`src/rtl/clkcfg_pkg.sv`:
```
package clkcfg_pkg;

    localparam int REG_W    = 8;
    localparam int NUM_REGS = 8;
    localparam int IDX_W    = $clog2(NUM_REGS);

    // Bus transfer phase of the slave
    typedef enum logic [2:0] {
        PH_IDLE,
        PH_ADDR,
        PH_CMD,
        PH_CNT,
        PH_WDATA,
        PH_RDATA,
        PH_SKIP
    } phase_e;

    // Conditioned line levels and detected events
    typedef struct packed {
        logic scl;
        logic sda;
        logic start;
        logic stop;
        logic scl_rise;
        logic scl_fall;
    } line_evt_t;

    // Register write request from the bus engine to the storage
    typedef struct packed {
        logic                 en;
        logic [IDX_W-1:0]     idx;
        logic [REG_W-1:0]     data;
    } wr_req_t;

    // Saturating register pointer step
    function automatic logic [IDX_W-1:0] ptr_step(input logic [IDX_W-1:0] p);
        return (p == IDX_W'(NUM_REGS - 1)) ? p : p + 1'b1;
    endfunction

    // Value loaded at power-up reset
    function automatic logic [REG_W-1:0] power_default(input int unsigned idx);
        case (idx)
            4:       return 8'h45;
            5:       return 8'hEF;
            6:       return 8'h23;
            7:       return 8'h63;
            default: return 8'h00;
        endcase
    endfunction

endpackage

```
`src/rtl/clkcfg_line_sampler.sv`:
```
module clkcfg_line_sampler
    import clkcfg_pkg::*;
#(
    parameter int SYNC_STAGES = 2
) (
    input  logic      clk,
    input  logic      rst,
    input  logic      scl_in,
    input  logic      sda_in,
    output line_evt_t evt
);

    logic [SYNC_STAGES-1:0] scl_chain;
    logic [SYNC_STAGES-1:0] sda_chain;
    logic                   scl_prev;
    logic                   sda_prev;
    logic                   scl_now;
    logic                   sda_now;

    generate
        if (SYNC_STAGES == 1) begin : g_single
            always_ff @(posedge clk) begin
                if (rst) begin
                    scl_chain <= 1'b1;
                    sda_chain <= 1'b1;
                end else begin
                    scl_chain <= scl_in;
                    sda_chain <= sda_in;
                end
            end
        end else begin : g_multi
            always_ff @(posedge clk) begin
                if (rst) begin
                    scl_chain <= '1;
                    sda_chain <= '1;
                end else begin
                    scl_chain <= {scl_chain[SYNC_STAGES-2:0], scl_in};
                    sda_chain <= {sda_chain[SYNC_STAGES-2:0], sda_in};
                end
            end
        end
    endgenerate

    assign scl_now = scl_chain[SYNC_STAGES-1];
    assign sda_now = sda_chain[SYNC_STAGES-1];

    always_ff @(posedge clk) begin
        if (rst) begin
            scl_prev <= 1'b1;
            sda_prev <= 1'b1;
        end else begin
            scl_prev <= scl_now;
            sda_prev <= sda_now;
        end
    end

    always_comb begin
        evt.scl      = scl_now;
        evt.sda      = sda_now;
        evt.scl_rise = scl_now & ~scl_prev;
        evt.scl_fall = ~scl_now & scl_prev;
        evt.start    = scl_now & scl_prev & sda_prev & ~sda_now;
        evt.stop     = scl_now & scl_prev & ~sda_prev & sda_now;
    end

endmodule

```
`src/rtl/clkcfg_reg_store.sv`:
```
module clkcfg_reg_store
    import clkcfg_pkg::*;
#(
    parameter logic [REG_W-1:0] ID_VALUE = 8'h63
) (
    input  logic                          clk,
    input  logic                          rst,
    input  wr_req_t                       wr_req,
    input  logic [IDX_W-1:0]              rd_idx,
    output logic [REG_W-1:0]              rd_data,
    output logic [NUM_REGS*REG_W-1:0]     all_regs
);

    localparam int ID_INDEX = NUM_REGS - 1;

    logic [NUM_REGS-1:0][REG_W-1:0] bank;

    generate
        for (genvar g = 0; g < NUM_REGS; g++) begin : g_reg
            if (g == ID_INDEX) begin : g_ro
                // Identification register: fixed value, no storage
                assign bank[g] = ID_VALUE;
            end else begin : g_rw
                logic [REG_W-1:0] q;
                always_ff @(posedge clk) begin
                    if (rst) begin
                        q <= power_default(g);
                    end else if (wr_req.en && (wr_req.idx == IDX_W'(g))) begin
                        q <= wr_req.data;
                    end
                end
                assign bank[g] = q;
            end
        end
    endgenerate

    assign rd_data  = bank[rd_idx];
    assign all_regs = bank;

endmodule

```
`src/rtl/clkcfg_bus_engine.sv`:
```
module clkcfg_bus_engine
    import clkcfg_pkg::*;
#(
    parameter logic [6:0] DEV_ADDR = 7'h69
) (
    input  logic             clk,
    input  logic             rst,
    input  line_evt_t        evt,
    input  logic [REG_W-1:0] rd_data,
    output logic [IDX_W-1:0] rd_idx,
    output wr_req_t          wr_req,
    output logic             sda_drive_low,
    output phase_e           phase_o
);

    localparam logic [3:0] BYTE_BITS = 4'd8;

    phase_e           phase;
    logic             in_ack;
    logic             rw_q;
    logic             mnack;
    logic             drv;
    logic [3:0]       bitcnt;
    logic [REG_W-1:0] shreg;
    logic [IDX_W-1:0] ptr;

    logic receiving;
    logic byte_done;
    logic addr_hit;
    logic rd_bit;

    function automatic phase_e next_rx_phase(input phase_e p);
        case (p)
            PH_ADDR: return PH_CMD;
            PH_CMD:  return PH_CNT;
            default: return PH_WDATA;
        endcase
    endfunction

    assign receiving = (phase == PH_ADDR) || (phase == PH_CMD) ||
                       (phase == PH_CNT)  || (phase == PH_WDATA);
    assign byte_done = (bitcnt == BYTE_BITS) && !in_ack;
    assign addr_hit  = (shreg[7:1] == DEV_ADDR);
    assign rd_bit    = rd_data[3'(4'd7 - bitcnt)];

    always_comb begin
        wr_req.en   = evt.scl_fall && (phase == PH_WDATA) && byte_done;
        wr_req.idx  = ptr;
        wr_req.data = shreg;
    end

    always_ff @(posedge clk) begin
        if (rst) begin
            phase  <= PH_IDLE;
            in_ack <= 1'b0;
            rw_q   <= 1'b0;
            mnack  <= 1'b0;
            drv    <= 1'b0;
            bitcnt <= '0;
            shreg  <= '0;
            ptr    <= '0;
        end else if (evt.start) begin
            phase  <= PH_ADDR;
            in_ack <= 1'b0;
            bitcnt <= '0;
            ptr    <= '0;
            drv    <= 1'b0;
            mnack  <= 1'b0;
        end else if (evt.stop) begin
            phase  <= PH_IDLE;
            in_ack <= 1'b0;
            bitcnt <= '0;
            drv    <= 1'b0;
        end else if (evt.scl_rise && evt.scl) begin
            if (receiving && !in_ack) begin
                shreg  <= {shreg[6:0], evt.sda};
                bitcnt <= bitcnt + 4'd1;
            end else if (phase == PH_RDATA) begin
                if (!in_ack) begin
                    bitcnt <= bitcnt + 4'd1;
                end else begin
                    // master acknowledge bit
                    mnack <= evt.sda;
                    if (!evt.sda) begin
                        ptr <= ptr_step(ptr);
                    end
                end
            end
        end else if (evt.scl_fall) begin
            if (receiving) begin
                if (byte_done) begin
                    if ((phase == PH_ADDR) && !addr_hit) begin
                        phase <= PH_SKIP;
                        drv   <= 1'b0;
                    end else begin
                        in_ack <= 1'b1;
                        drv    <= 1'b1;
                        if (phase == PH_ADDR) begin
                            rw_q <= shreg[0];
                        end
                        if (phase == PH_WDATA) begin
                            ptr <= ptr_step(ptr);
                        end
                    end
                end else if (in_ack) begin
                    in_ack <= 1'b0;
                    bitcnt <= '0;
                    if ((phase == PH_ADDR) && rw_q) begin
                        phase <= PH_RDATA;
                        drv   <= ~rd_data[7];
                    end else begin
                        phase <= next_rx_phase(phase);
                        drv   <= 1'b0;
                    end
                end
            end else if (phase == PH_RDATA) begin
                if (!in_ack) begin
                    if (bitcnt == BYTE_BITS) begin
                        in_ack <= 1'b1;
                        drv    <= 1'b0;
                    end else begin
                        drv <= ~rd_bit;
                    end
                end else if (mnack) begin
                    phase  <= PH_SKIP;
                    in_ack <= 1'b0;
                    drv    <= 1'b0;
                end else begin
                    in_ack <= 1'b0;
                    bitcnt <= '0;
                    drv    <= ~rd_data[7];
                end
            end
        end
    end

    assign rd_idx        = ptr;
    assign sda_drive_low = drv;
    assign phase_o       = phase;

endmodule

```
`src/rtl/clkcfg_i2c_slave.sv`:
```
module clkcfg_i2c_slave
    import clkcfg_pkg::*;
#(
    parameter logic [6:0]       DEV_ADDR    = 7'h69,
    parameter int               SYNC_STAGES = 2,
    parameter logic [REG_W-1:0] ID_VALUE    = 8'h63
) (
    input  logic                      clk,
    input  logic                      rst,
    input  logic                      scl_in,
    input  logic                      sda_in,
    output logic                      sda_drive_low,
    output logic [NUM_REGS*REG_W-1:0] cfg_regs
);

    line_evt_t        ev;
    wr_req_t          wr_req;
    logic [IDX_W-1:0] rd_idx;
    logic [REG_W-1:0] rd_data;
    phase_e           eng_phase;

    clkcfg_line_sampler #(
        .SYNC_STAGES (SYNC_STAGES)
    ) u_sampler (
        .clk    (clk),
        .rst    (rst),
        .scl_in (scl_in),
        .sda_in (sda_in),
        .evt    (ev)
    );

    clkcfg_bus_engine #(
        .DEV_ADDR (DEV_ADDR)
    ) u_engine (
        .clk           (clk),
        .rst           (rst),
        .evt           (ev),
        .rd_data       (rd_data),
        .rd_idx        (rd_idx),
        .wr_req        (wr_req),
        .sda_drive_low (sda_drive_low),
        .phase_o       (eng_phase)
    );

    clkcfg_reg_store #(
        .ID_VALUE (ID_VALUE)
    ) u_store (
        .clk      (clk),
        .rst      (rst),
        .wr_req   (wr_req),
        .rd_idx   (rd_idx),
        .rd_data  (rd_data),
        .all_regs (cfg_regs)
    );

endmodule

```
`config.mk`:
```
export PLATFORM = sky130hd
export DESIGN_NAME = clkcfg_i2c_slave
export DESIGN_NICKNAME = d
export VERILOG_FILES = /design/src/rtl/clkcfg_pkg.sv /design/src/rtl/clkcfg_line_sampler.sv /design/src/rtl/clkcfg_reg_store.sv /design/src/rtl/clkcfg_bus_engine.sv /design/src/rtl/clkcfg_i2c_slave.sv
export SDC_FILE = /design/constraint.sdc
export NUM_CORES = 1
export LEC_CHECK = 0
export ABC_AREA = 1
export CAP_MARGIN = 40
export CORE_ASPECT_RATIO = 1.25
export CORE_MARGIN = 3
export CORE_UTILIZATION = 34
export CTS_BUF_LIST = sky130_fd_sc_hd__clkbuf_16
export DETAILED_ROUTE_END_ITERATION = 6
export GPL_ROUTABILITY_DRIVEN = 0
export GPL_TIMING_DRIVEN = 0
export PLACE_DENSITY_LB_ADDON = 0.12
export SETUP_SLACK_MARGIN = 0.1
export SYNTH_ARGS = -nofsm -noshare
export SYNTH_HDL_FRONTEND = slang
export SYNTH_SLANG_ARGS = --single-unit
```
`constraint.sdc`:
```
create_clock -name clk -period 1.8 [get_ports clk]
set_input_delay 0.36 -clock clk [delete_from_list [all_inputs] [get_ports clk]]
set_output_delay 0.36 -clock clk [all_outputs]
set_load 0.1 [all_outputs]
```
Yosys cells after proc, flatten, opt, wreduce, memory -nomap -nowiden
Index checks and enable logic that the tools add are counted.
Storage, ports and cells
  input port bits: 4
  word-level logic and storage cells: 171
  memories kept: 0
  memory bits (writable): 0
  memory bits (read-only): 0
  bits in registers: 84
  output and inout bits: 65
  bits in latches: 0
Cells by class
  multiplexer cells: 54
  equal/unequal tests: 28
  div/mod/pow operators: 0
  shift-type cells: 0
  magnitude comparators: 2
  reductions and logical operators: 46
  bitwise operators: 18
  multiply operators: 0
  add/sub/neg operators: 3
Operators by type and width (count)
  $mux 3: 19
  $mux 4: 11
  $bmux 8 s3: 1
  $ne 3x3->1 const B: 7
  $reduce_and 7->1: 3
  $mux 1: 20
  $eq 3x3->1 const B: 6
  $reduce_bool 2->1: 9
  $reduce_bool 4->1: 4
  $logic_and 1x1->1: 14
  $eq 3x2->1 const B: 4
  $reduce_and 4->1: 3
  $not 1->1: 11
  $reduce_and 10->1: 1
  $lt 3x4->1 const B: 2
  $mux 8: 1
  $reduce_and 8->1: 1
  $and 1x1->1: 7
  $eq 7x7->1 const B: 1
  $eq 3x1->1 const B: 2
  $ne 2x2->1 const B: 3
  $pmux 3 s2: 1
  $reduce_bool 3->1: 2
  $ne 5x5->1 const B: 1
  other kinds (13): 17

Depth between registers and ports, before layout
Gate-level depths: netlist of the first run.
  word-level depth: 10
  depth in mapped cells: 16
  gate-level depth less buffers: 14

Modules after synthesis
Synthesis of the first run repeated with hierarchy kept, for this count alone.
Unflattened totals
  cell total of the unflattened synthesis: 695
  area total of the unflattened synthesis: 4484.3 um2
By module, submodules not included
  clkcfg_reg_store: area an instance 2798.9 um2, sequential area each 1121.1 um2, instances 1, cells an instance 446
  clkcfg_bus_engine: area an instance 1472.7 um2, sequential area each 440.4 um2, instances 1, cells an instance 223
  clkcfg_line_sampler: area an instance 212.7 um2, sequential area each 120.1 um2, instances 1, cells an instance 26

Least setup slack after synthesis of the first run
Ideal clock, no wire load.
  kind: reg2reg
  start: reg u_engine.bitcnt[0]
  end: reg u_store.g_reg[6].g_rw.q[6]
  stages on the path, launching flop included: 11
  path buffers: 1
  required time: 1678 ps
  clock period less this slack: 1952 ps
  library setup time: 122 ps
  setup slack: -152 ps
  arrival time: 1831 ps
  path through: dfxtp_1 -> inv_1 -> ha_1 -> nand3_2 -> nor2_4 -> inv_2 -> nor3_4 -> buf_6 -> nand3_4 -> o21ai_0 -> a21oi_1
On the way
  word-level cells in the longest chain between the ends: 4
RTL lines
  start, declared: RTL line clkcfg_bus_engine.sv:23  | logic [3:0] bitcnt;
  start signal, assigned: RTL line clkcfg_bus_engine.sv:77  | bitcnt <= bitcnt + 4'd1;
  start signal, assigned: RTL line clkcfg_bus_engine.sv:80  | bitcnt <= bitcnt + 4'd1;
  $eq 4x4->1: RTL line clkcfg_bus_engine.sv:42  | assign byte_done = (bitcnt == BYTE_BITS) && !in_ack;
  $logic_and 1x1->1: RTL line clkcfg_bus_engine.sv:42
  $logic_and 1x1->1: RTL line clkcfg_bus_engine.sv:47  | wr_req.en = evt.scl_fall && (phase == PH_WDATA) && byte_done;
  $logic_and 1x1->1: RTL line clkcfg_reg_store.sv:28  | end else if (wr_req.en && (wr_req.idx == IDX_W'(g))) begin
  end signal, assigned: RTL line clkcfg_reg_store.sv:27  | q <= power_default(g);
  end signal, assigned: RTL line clkcfg_reg_store.sv:29  | q <= wr_req.data;
  end, declared: RTL line clkcfg_reg_store.sv:24  | logic [REG_W-1:0] q;
Every way passes these cells.
A chain may end at the register's enable or synchronous reset.

Final worst setup path of the first run
  start: reg u_engine.bitcnt[1]
  end: reg u_store.g_reg[0].g_rw.q[6]
On the way
  word-level cells in the longest chain between the ends: 4
RTL lines (RTL line)
  $eq 4x4->1: clkcfg_bus_engine.sv:42
  $logic_and 1x1->1: clkcfg_bus_engine.sv:42
  $logic_and 1x1->1: clkcfg_bus_engine.sv:47
  $logic_and 1x1->1: clkcfg_reg_store.sv:28
  end signal, assigned: clkcfg_reg_store.sv:27
  end signal, assigned: clkcfg_reg_store.sv:29
  end, declared: clkcfg_reg_store.sv:24
Every way passes these cells.

==> flow_summary.toml, run 1 <==
[status]
status = "complete, no violations"

[power_and_ir_drop]
power.internal_mw = 3.07
leakagePower_nw = 3.06
switching_share_pct = 24.2
vdd_drop_max_mv = 0.470
power_density_nw_per_um2 = 550
share_comb_of_total_power_pct = 5.9
power_mw = 4.05
pwr-share-seq_pct = 46.1
switchingPower_mw = 0.978
power.clock.fraction_pct = 48.1

[global_route]
grt_pass1_vias = 4516
grt_overflow = 0
grt_pass1_wl_um = 24500
grt_usage_pct = 22.1
antenna_found_initial = 0
grt_max_degree = 15

[clock_network]
cts.sinks = 84
cts_tree = "built"
clk_pin_slew_ns = 0.07
cts_max_level = 3
cts_buffers = 9
cts_max_path_buffers = 2
clock_latency_ns = 0.34
root_buffer = "clkbuf_16"

[die]
rows = 45
die_area_sq_um = 14300
start_util_pct = 35.4
ios = 69
die_x_um = 108
die_h_um = 133
core_sq_um = 12400

[setup_path]
end_kind = "register"
cp-start-kind = "register"
critical_path_buf_inv_count = 4
crit_family = "simple AND/OR/NAND/NOR gates"
cp.arrival_ns = 1.93
r2r_end = "u_store.g_reg[0].g_rw.q[6]"
worst-path-max-fanout = 6
worstRegToRegCells = 11
cpPeakStageDelay_ns = 0.36
rrSetupSlack_ns = 0.06
critical_path_required_ns = 1.99
worstPathCellList = "inv_4 > ha_4 > nand3_4 > nor2_4 > inv_2 > nor3_4 > buf_12 > nand3_4 > buf_8 > nor2_4 > a211oi_4"
cp_slowest_cell = "dfxtp_4"
path_class = "register to register"
worstReg2RegStart = "u_engine.bitcnt[1]"

[timing]
rsz0062_at_grt = "true"
relSlewSlack_pct = 44.4
layout_min_cycle_time_ns = 1.74
layout_worst_path_cycle_share_pct = 96.5
finalSetupTns_ns = 0
hold_viol_final = 0
fin_ws_ns = 0.0625
fmax_ghz = 0.576
drv_slew = 0
fin_skew_ns = 0.00622
worst-slew-pin-transition_ns = 0.834
setup_violations = 0

[worst_hold_path]
hp-start = "u_sampler.scl_chain[0]"
whs_endpoint = "u_sampler.scl_chain[1]"
hold_depth = 1
hold_class = "register to register"

[routing]
viasPerCell = 5.13
via_count = 4613
wire_per_inst_um = 17.8
drc = 0
drt-total-wl_um = 16000
drt-initial-drc-count = 269
first_pass_iters = 5
final_antenna_net_count = 0

[finish]
syn_to_final_growth_pct = 67.9
nNetsFinal = 746
drive_above_1_share_pct = 38.9
antenna_cells = 0

[synth]
avgSynthCellArea_sq_um = 7.43
ys_seq_area_share_pct = 38.4
netlist_area_sq_um = 4380
synth_cells = 589
synth.distinct_cells = 36
yosys_warnings = 0
ys_ff_latch = 84

[place]
port_buffers = 59
pre_cts_ws_ns = -0.469
dpl.hpwl_um = 10900

[run]
maxCapViolations = 0
[cells in the final DEF (no fill, tap or decap), types with 10 or more instances in the layout]
master,Yosys,routed
nand2_2,0,15
clkbuf_16,0,10
nand2_1,127,111
buf_12,0,62
buf_4,9,31
dfxtp_1,84,67
o21ai_0,30,15
dlygate4sd2_1,0,31
nand3_1,53,42
o211ai_1,14,14
nand3_2,3,13
a211oi_2,24,26
nor2_1,45,18
inv_1,77,66
nor2_2,1,10
buf_6,4,14
nor2_4,1,19
a21oi_1,40,37
[routing by layer]
metal	vias to the layer above	global-route usage, %	share of wire [%]
met2	152	39.0	53
met4	0	10.4	3.6
met5	-	0	0
met3	39	2.54	5.0
li1	2227	-	-
met1	2195	26.3	38
[how the worst max path moves through the flow]
stage,startpoint,end,cells past startpoint
after floorplan,u_engine.bitcnt[0],u_store.g_reg[6].g_rw.q[6],10
final,u_engine.bitcnt[1],u_store.g_reg[0].g_rw.q[6],11
after global placement,u_engine.bitcnt[0],u_store.g_reg[5].g_rw.q[4],10
after CTS,u_engine.shreg[3],u_engine.phase_o[0],8
after global routing,u_engine.bitcnt[1],u_store.g_reg[0].g_rw.q[6],11
after detailed placement,u_engine.bitcnt[0],u_store.g_reg[5].g_rw.q[4],10
[area by class of cell]
| type | instances | area [sq um] |
|---|---|---|
| plain buffers | 37 | 338 |
| multi-input cells | 395 | 2650 |
| clock inverters | 6 | 60.1 |
| well taps | 164 | 205 |
| repair buffers | 123 | 1790 |
| clock buffers | 10 | 250 |
| flip-flops and latches | 84 | 1730 |
| fillers | 1054 | 5040 |
| inverters | 81 | 332 |
[power groups by stage]
stage	clock [mW]	combinational, mW	sequential [mW]
6_report	1.94	0.237	1.86
5_1_grt	2.04	0.254	1.86
4_1_cts	1.96	0.210	1.87
3_5_place_dp	0	0.202	1.91
3_3_place_gp	0	0.201	1.91
2_1_floorplan	0	0.165	1.91
[cells by family after synthesis]
| group | count (synthesis) | synth area share (%) |
|---|---|---|
| AO/OA/AOI/OAI | 121 | 19.5 |
| adder cells (fa/ha/maj) | 11 | 3.14 |
| buffers and inverters | 118 | 11.9 |
| flip-flops | 84 | 38.4 |
| other | 2 | 0.171 |
| AND/OR/NAND/NOR | 253 | 26.9 |
[cell usage after synthesis (all sizes together)]
library cell | count | area (sq um)
nand2 | 127 | 477
dfxtp | 84 | 1680
inv | 80 | 300
nand3 | 62 | 400
nor2 | 47 | 186
a21oi | 41 | 209
a211oi | 30 | 345
o21ai | 30 | 150
buf | 22 | 158
clkbuf | 15 | 58.8
o211ai | 14 | 105
ha | 11 | 138
nor3 | 7 | 51.3
or2 | 4 | 25.0
a31oi | 3 | 18.8
nand4 | 3 | 18.8
conb | 2 | 7.51
and2 | 1 | 6.26
clkinv | 1 | 3.75
nor3b | 1 | 7.51
nor4 | 1 | 6.26
o211a | 1 | 10.0
o21bai | 1 | 7.51
o31ai | 1 | 7.51
[through the flow]
stage	util [%]	instance area, sq um	std cells	hold WS [ns]
after floorplan	-	4470	595	0.389
after global placement	42.5	5270	818	0.397
after detailed placement	49.4	6120	875	0.399
after CTS	55.7	6900	886	0.414
after global routing	59.3	7350	900	0.429
final	59.3	7350	900	0.411
[registers in the layout (all words and copies together), names as in the netlist]
register and cells:
u_engine.bitcnt 4, u_engine.in_ack 1, u_engine.mnack 1, u_engine.phase_o 3
u_engine.rd_idx 3, u_engine.rw_q 1, u_engine.sda_drive_low 1, u_engine.shreg 8
u_sampler.scl_chain 2, u_sampler.scl_prev 1, u_sampler.sda_chain 2, u_sampler.sda_prev 1
u_store.g.g_rw.q 56
[worst register-to-register path, stage by stage (launching register included)]
cell and delay (ns):
dfxtp_4 0.36, inv_4 0.07, ha_4 0.14, nand3_4 0.06, nor2_4 0.11, inv_2 0.06
nor3_4 0.14, buf_12 0.17, nand3_4 0.14, buf_8 0.18, nor2_4 0.12, a211oi_4 0.04
[timing repair]
item / CTS / global route
hold buffers: 0 / 0
resized for setup: 176 / 104
buffers inserted: 15 / 13
endpoints found under the setup margin: 131 / 74
gates cloned: 6 / 1
pin swaps: 3 / 13
No activity file was read; power rests on OpenSTA's default activity.
==> run 2: changes to the inputs <==
--- a/config.mk
+++ b/config.mk
@@ -11,6 +11,7 @@
 export CORE_MARGIN = 3
 export CORE_UTILIZATION = 34
 export CTS_BUF_LIST = sky130_fd_sc_hd__clkbuf_16
+export CTS_CLUSTER_SIZE = 28
 export DETAILED_ROUTE_END_ITERATION = 6
 export GPL_ROUTABILITY_DRIVEN = 0
 export GPL_TIMING_DRIVEN = 0
==> results of run 2 <==
Same layout as run 1: the final DEF is identical, and so are final timing and power.
==> run 3: changes to the inputs <==
--- a/config.mk
+++ b/config.mk
@@ -7,15 +7,13 @@
 export LEC_CHECK = 0
 export ABC_AREA = 1
 export CAP_MARGIN = 40
-export CORE_ASPECT_RATIO = 1.25
+export CORE_ASPECT_RATIO = 0.5
 export CORE_MARGIN = 3
 export CORE_UTILIZATION = 34
 export CTS_BUF_LIST = sky130_fd_sc_hd__clkbuf_16
 export CTS_CLUSTER_SIZE = 28
 export DETAILED_ROUTE_END_ITERATION = 6
 export GPL_ROUTABILITY_DRIVEN = 0
-export GPL_TIMING_DRIVEN = 0
-export PLACE_DENSITY_LB_ADDON = 0.12
 export SETUP_SLACK_MARGIN = 0.1
 export SYNTH_ARGS = -nofsm -noshare
 export SYNTH_HDL_FRONTEND = slang
==> run 3 against run 2 <==
Net effect: combinational power shrank 8.4%; largest power group unchanged; non-clock buffer count shrank 42; cell area shrank 7.8%; sequential share of layout area grew 1.6 points.
==> flow_summary.toml, run 3 (synthesized netlist as in run 1, its figures left out) <==
[timing]
fin_skew_ns = 0.00621
rsz0062_at_grt = "true"
fmax_ghz = 0.558
drv_slew = 0
finalSetupTns_ns = 0
setup_violations = 0
layout_worst_path_cycle_share_pct = 99.6
hold_viol_final = 0
fin_ws_ns = 0.00805
layout_min_cycle_time_ns = 1.79

[routing]
drt-total-wl_um = 13600
viasPerCell = 5.09
drc = 0
final_antenna_net_count = 0
first_pass_iters = 5
via_count = 4394
drt-initial-drc-count = 342
wire_per_inst_um = 15.8

[setup_path]
rrSetupSlack_ns = 0.008
worstReg2RegStart = "u_engine.bitcnt[1]"
path_class = "register to register"
worst-path-max-fanout = 8
startpoint = "u_engine.bitcnt[1]"
cp-start-kind = "register"
end_kind = "register"
cp-endpoint = "u_store.g_reg[5].g_rw.q[4]"
critical_path_required_ns = 2.03
r2r_end = "u_store.g_reg[5].g_rw.q[4]"
cp.arrival_ns = 2.02
worstRegToRegCells = 12

[die]
rows = 28
ios = 69
die_x_um = 167
start_util_pct = 35.9
die_h_um = 86.3
core_sq_um = 12200
die_area_sq_um = 14400

[power_and_ir_drop]
power_density_nw_per_um2 = 607
pwr-share-seq_pct = 45.4
power.internal_mw = 3.20
share_comb_of_total_power_pct = 5.3
switching_share_pct = 22.3
power.clock.fraction_pct = 49.3
switchingPower_mw = 0.919
vdd_drop_max_mv = 0.462
leakagePower_nw = 2.78

[clock_network]
cts.sinks = 84
cts_max_path_buffers = 2
root_buffer = "clkbuf_16"
cts_tree = "built"
cts_hold_buf = 0
cts_max_level = 3
clk_pin_slew_ns = 0.06
clock_latency_ns = 0.34
cts_buffers = 9

[place]
port_buffers = 60
pre_cts_ws_ns = -0.0498
dp.cells = 830
dpl.hpwl_um = 9310

[global_route]
grt_max_degree = 37
grt_pass1_vias = 4024
grt_usage_pct = 18.5
grt_pass1_wl_um = 21200
antenna_found_initial = 0
grt_overflow = 0

[finish]
nNetsFinal = 709
largest_register_ffs = 56
fin_cells = 864
final_cell_mix = "110 x nand2_1, 74 x dfxtp_1, 71 x inv_1, 63 x buf_12, 51 x nand3_1"
syn_to_final_growth_pct = 54.8
drive_above_1_share_pct = 36.2
post-route-util_pct = 55.6
nFillCells = 1072
final_common_cell = "nand2_1"
reg_top3 = "u_store.g.g_rw.q: 56 flops, u_engine.shreg: 8 flops, u_engine.bitcnt: 4 flops"
antenna_cells = 0
top_register = "u_store.g.g_rw.q"

[status]
status = "complete, no violations"

[worst_hold_path]
hold_class = "input port to register"

[run]
maxCapViolations = 0
[run 3: metrics by stage]
step | total power, mW | hold WS, ns | cell area [sq um]
final | 4.11 | 0.320 | 6780
after global routing | 4.24 | 0.310 | 6780
after CTS | 4.13 | 0.297 | 6430
after detailed placement | 2.11 | 0.398 | 6000
after global placement | 2.11 | 0.391 | 6000
after floorplan | 2.08 | 0.389 | 4470
[run 3: worst max-delay path: stages, from the launching register on]
cell and delay, ns:
dfxtp_2 0.32, inv_2 0.07, ha_4 0.15, nand3_4 0.06, nor2_4 0.13, inv_2 0.06
nor3_4 0.14, buf_12 0.14, buf_12 0.12, buf_12 0.14, nand3_1 0.14, o21ai_1 0.16
a21oi_1 0.05
[run 3: layout make-up]
type / count / area (sq um) / share of cell area (%)
Timing Repair inverter: 1 / 5.00 / 0.0738
Multi-Input combinational cell: 399 / 2520 / 37.2
Tap cell: 165 / 206 / 3.05
Timing Repair Buffer: 118 / 1710 / 25.3
Inverter: 81 / 310 / 4.58
Sequential cell: 84 / 1700 / 25.1
Clock buffer: 10 / 250 / 3.69
Clock inverter: 6 / 76.3 / 1.13
[run 3: how the worst min path moves through the flow]
| stage | startpoint | end | slack [ns] | cells after the start |
|---|---|---|---|---|
| 2_1_floorplan | u_sampler.scl_chain[0] | u_sampler.scl_chain[1] | 0.39 | 1 |
| 3_3_place_gp | u_sampler.sda_chain[0] | u_sampler.sda_chain[1] | 0.39 | 1 |
| 3_5_place_dp | u_sampler.sda_chain[0] | u_sampler.sda_chain[1] | 0.40 | 1 |
| 4_1_cts | rst | u_sampler.sda_chain[0] | 0.30 | 2 |
| 5_1_grt | rst | u_sampler.sda_chain[0] | 0.31 | 2 |
| 6_report | rst | u_sampler.sda_chain[0] | 0.32 | 2 |
[run 3: repair_timing]
item | in CTS | in global routing
pin swaps | 4 | 9
gates resized for setup | 15 | 69
endpoints found under the setup margin | 61 | 78
setup buffers | 0 | 11
cloned | 5 | 3
[run 3: power by group through the flow]
stage	logic [mW]	registers [mW]	clock network, mW
2_1_floorplan	0.165	1.91	0
3_3_place_gp	0.199	1.91	0
3_5_place_dp	0.201	1.91	0
4_1_cts	0.204	1.87	2.05
5_1_grt	0.232	1.87	2.14
6_report	0.217	1.87	2.03
[run 3: per-layer routing]
metal	wire length [um]	GRT usage (%)
met3	982	4.37
met4	220	5.31
met5	0	0
met1	6220	25.2
met2	6210	29.5
